`src/rtl/adc_trig_pkg.sv`:
```
package adc_trig_pkg;

    localparam int unsigned NUM_EXT = 7;
    localparam int unsigned SEL_W   = $clog2(NUM_EXT + 1);

    typedef enum logic [SEL_W-1:0] {
        SRC_FREE_RUN  = 3'd0,
        SRC_COMPARE   = 3'd1,
        SRC_EXT_IRQ0  = 3'd2,
        SRC_T0_CMPA   = 3'd3,
        SRC_T0_OVF    = 3'd4,
        SRC_T1_CMPB   = 3'd5,
        SRC_T1_OVF    = 3'd6,
        SRC_T1_CAPT   = 3'd7
    } trig_src_e;

    typedef struct packed {
        logic auto_en;
        logic conv_en;
        logic busy;
    } gate_ctl_t;

    function automatic logic is_free_run(input logic [SEL_W-1:0] sel);
        return sel == SRC_FREE_RUN;
    endfunction

endpackage

```
`src/rtl/adc_trig_mux.sv`:
```
module adc_trig_mux
    import adc_trig_pkg::*;
#(
    parameter int unsigned N_EXT = NUM_EXT,
    localparam int unsigned SW   = $clog2(N_EXT + 1)
) (
    input  logic [SW-1:0]    sel,
    input  logic [N_EXT-1:0] ext,
    input  logic             done,
    output logic             level
);
    always_comb begin
        level = done;
        for (int i = 0; i < N_EXT; i++) begin
            if (sel == SW'(i + 1)) level = ext[i];
        end
    end
endmodule

```
`src/rtl/adc_trig_edge.sv`:
```
module adc_trig_edge
    import adc_trig_pkg::*;
#(
    parameter int unsigned SW = SEL_W
) (
    input  logic          clk,
    input  logic          rst,
    input  logic [SW-1:0] sel,
    input  logic          level,
    output logic          rise
);
    logic prev_q;
    logic was_fr_q;
    logic armed_q;
    logic enter_fr;

    // Entering free run: the remembered level belongs to the old source,
    // so the comparison is masked for this one cycle.
    assign enter_fr = (sel == '0) && !was_fr_q;
    assign rise     = armed_q && level && !prev_q && !enter_fr;

    always_ff @(posedge clk) begin
        if (rst) begin
            prev_q   <= 1'b0;
            was_fr_q <= 1'b1;
            armed_q  <= 1'b0;
        end else begin
            prev_q   <= level;
            was_fr_q <= (sel == '0);
            armed_q  <= 1'b1;
        end
    end
endmodule

```
`src/rtl/adc_trig_gate.sv`:
```
module adc_trig_gate
    import adc_trig_pkg::*;
(
    input  logic      clk,
    input  logic      rst,
    input  gate_ctl_t ctl,
    input  logic      rise,
    output logic      start
);
    logic start_q;

    always_ff @(posedge clk) begin
        if (rst) start_q <= 1'b0;
        else     start_q <= rise && ctl.auto_en && ctl.conv_en && !ctl.busy;
    end

    assign start = start_q;
endmodule

```
`src/rtl/adc_trig_select.sv`:
```
module adc_trig_select
    import adc_trig_pkg::*;
(
    input  logic               clk,
    input  logic               rst,
    input  logic               auto_en,
    input  logic               conv_en,
    input  logic               busy,
    input  logic [SEL_W-1:0]   src_sel,
    input  logic [NUM_EXT-1:0] ext_flags,
    input  logic               conv_done,
    output logic               start_pulse,
    output logic               trig_level
);
    logic      lvl;
    logic      rise;
    gate_ctl_t ctl;

    assign ctl = '{auto_en: auto_en, conv_en: conv_en, busy: busy};

    adc_trig_mux #(.N_EXT(NUM_EXT)) u_mux (
        .sel   (src_sel),
        .ext   (ext_flags),
        .done  (conv_done),
        .level (lvl)
    );

    adc_trig_edge #(.SW(SEL_W)) u_edge (
        .clk   (clk),
        .rst   (rst),
        .sel   (src_sel),
        .level (lvl),
        .rise  (rise)
    );

    adc_trig_gate u_gate (
        .clk   (clk),
        .rst   (rst),
        .ctl   (ctl),
        .rise  (rise),
        .start (start_pulse)
    );

    assign trig_level = lvl;
endmodule

```
`config.mk`:
```
export PLATFORM = sky130hd
export DESIGN_NAME = adc_trig_select
export DESIGN_NICKNAME = d
export VERILOG_FILES = /design/src/rtl/adc_trig_pkg.sv /design/src/rtl/adc_trig_mux.sv /design/src/rtl/adc_trig_edge.sv /design/src/rtl/adc_trig_gate.sv /design/src/rtl/adc_trig_select.sv
export SDC_FILE = /design/constraint.sdc
export NUM_CORES = 1
export LEC_CHECK = 0
export BUFFER_PORTS_ARGS = -buffer_cell sky130_fd_sc_hd__buf_4
export CORE_AREA = 4 4 41 43
export CTS_CLUSTER_DIAMETER = 120
export DETAILED_ROUTE_END_ITERATION = 8
export DIE_AREA = 0 0 45 47
export SLEW_MARGIN = 15
export SYNTH_ARGS = -nofsm -noshare
export SYNTH_HDL_FRONTEND = slang
export SYNTH_HIERARCHICAL = 1
export SYNTH_SLANG_ARGS = --single-unit
```
`constraint.sdc`:
```
create_clock -name clk -period 1.5 [get_ports clk]
set_input_delay 0.15 -clock clk [delete_from_list [all_inputs] [get_ports clk]]
set_output_delay 0.15 -clock clk [all_outputs]
set_load 0.01 [all_outputs]
```
==> impl_metrics.py <==
metrics = {
    "clocking": {
        "ctsResizeCount": 0,
        "cts_setup_buffers": 0,
        "cts_tree": "yes",
        "insertion_delay_ns": 0.23,
        "cts_num_sinks": 4,
        "htree_num_levels": 1,
        "cts_max_path_buffers": 2,
        "cts_buffers": 3,
        "cts-root-buf": "clkbuf_4",
        "holdBufCountCts": 0,
        "clk_pin_slew_ns": 0.04,
    },
    "sta": {
        "layout_setup_ws_ns": 0.0991,
        "tightest_slew_ns": 0.343,
        "finalHoldViolCount": 0,
        "whs_ns": 0.0919,
        "relSlewSlack_pct": 76.9,
        "rsz0062_at_grt": "false",
        "slew_violations": 0,
        "tns_ns": 0,
        "max_freq_ghz": 0.714,
        "finalSetupViolCount": 0,
        "final.setup_skew_ns": 0.0000745,
        "min_period_over_period_pct": 93.4,
        "min_period_ns": 1.40,
    },
    "critical_path": {
        "critPathKind": "primary input to output port",
        "worstPathCellList": "buf_4 -> mux4_1 -> mux2_2 -> buf_4",
        "crit_top_cell": "buf_4",
        "reg2reg_slack_ns": 0.51,
        "critPathCaptureType": "output port",
        "path_buf_inv": 2,
        "crit_path_max_incr_delay_ns": 0.53,
        "critPathLaunchType": "primary input",
        "cp_top_family": "multiplexers",
        "path_max_fanout": 4,
        "required_ns": 1.35,
        "cp_slowest_cell": "mux4_1",
        "cp.arrival_ns": 1.25,
    },
    "final_layout": {
        "area_growth_pct": 89.4,
        "n_antenna_cell": 0,
        "fill_cells": 140,
        "fin_util_pct": 27.5,
        "design_area_um2": 358,
        "layout.cells.non_filler": 50,
        "nets": 53,
        "drive_gt1_share_pct": 60.0,
    },
    "power_and_ir_drop": {
        "ir_worst_vdd_mv": 0.288,
        "power.density_mw_per_mm2": 863,
        "power_mw": 0.309,
        "p_leak_nw": 0.173,
    },
    "synthesis": {
        "yosysTopAreaCellShare_pct": 42.4,
        "ys_ff_latch": 4,
        "yosys-top-cells-area": "dfxtp_1 42%, mux4_1 28%, mux2_2 6.0%, and4_1 4.6%, o31ai_1 4.0%",
        "syn_inst": 15,
        "yosysWarnings": 6,
        "synth_area_um2": 189,
        "yosysSeqAreaShare_pct": 42.4,
        "ys_types": 11,
        "syn-num-nets": 31,
        "synth_top_area_cell": "dfxtp_1",
        "syn_area_per_cell_um2": 12.6,
    },
    "global_route": {
        "grt_usage_pct": 6.26,
        "grt_max_degree": 5,
        "grt_pass1_wl_um": 848,
        "grt_pass1_vias": 205,
        "antenna_found_initial": 0,
        "grt-ovfl-total": 0,
    },
    "place": {
        "dpl_cell_area_um2": 335,
        "post-place-ws_ns": 0.0166,
        "place.gp.congestion": 0.676,
        "numPlacedInstances": 47,
        "portBuffers": 17,
    },
    "routing": {
        "drt-vias-per-instance": 4.24,
        "drc": 0,
        "vias": 212,
        "routed_wl_um": 622,
        "first_iter_violations": 1,
        "ant_nets": 0,
        "dr.pass1.iters": 2,
        "wl_per_cell_um": 12.4,
    },
    "die": {
        "die_h_um": 47,
        "dieArea_mm2": 0.00212,
        "io_pins": 18,
        "die_w_um": 45,
        "start_util_pct": 14.5,
        "core_mm2": 0.00130,
        "rows": 13,
    },
    "min_path": {
        "hp-class": "primary input to flip-flop",
    },
    "status": {
        "status": "finished clean",
    },
    "flow_run": {
        "maxCapViolations": 0,
    },
}
## report_power, final
part | internal, mW | switching [mW]
Clock | 0.0893 | 0.0407
Combinational | 0.0437 | 0.0201
Sequential | 0.113 | 0.00187
## layout by cell type (no fill, tap or decap), types with 2 or more instances in the layout
cell / count
buf_4: 17
clkbuf_4: 3
mux4_1: 2
dfxtp_1: 4
## final timing paths
path	from	end	cells after the start
hold reg to reg	u_edge/prev_q$_SDFF_PP0_	u_gate/start$_SDFF_PP0_	2
setup reg to reg	u_edge/was_fr_q$_SDFF_PP1_	u_gate/start$_SDFF_PP0_	3
hold / removal	rst	u_edge/prev_q$_SDFF_PP0_	2
setup / recovery	src_sel[0]	trig_level	4
## per-layer routing
layer	GRT usage, %	vias to the layer above	part of all wire, %
met5	0	-	0
met4	5.26	0	0
met3	5.75	0	18
li1	-	100	-
met2	6.78	20	32
met1	7.13	92	50
## area by class of cell
cell class              instances  area [um^2]  area share, %
repair buffers                 17          128           35.7
multi-input cells              10          105           29.4
flip-flops and latches          4         80.1           22.4
clock buffers                   3         22.5           6.29
well taps                      15         18.8           5.24
inverters                       1         3.75           1.05
## registers in the layout, indices dropped and copies added, names as in the netlist
signal and count:
u_edge/was_fr_q 1, u_gate/start 1, u_edge/prev_q 1, u_edge/armed_q 1
## cell families (layout without fill, tap and decap cells)
family,after synthesis,after routing,synth area share [%]
AO/OA/AOI/OAI,1,1,3.97
buffers and inverters,1,21,1.98
flip-flops,4,4,42.4
multiplexers,3,3,33.8
AND/OR/NAND/NOR,6,6,17.9
## cell usage after synthesis
cell type	number
nor2_1	1
o31ai_1	1
nor3_1	1
mux2_2	1
nand2_1	1
and4_1	1
nor2b_1	1
dfxtp_1	4
inv_1	1
nor4_1	1
mux4_1	2
Note: power is estimated with default switching activity, not from simulation.
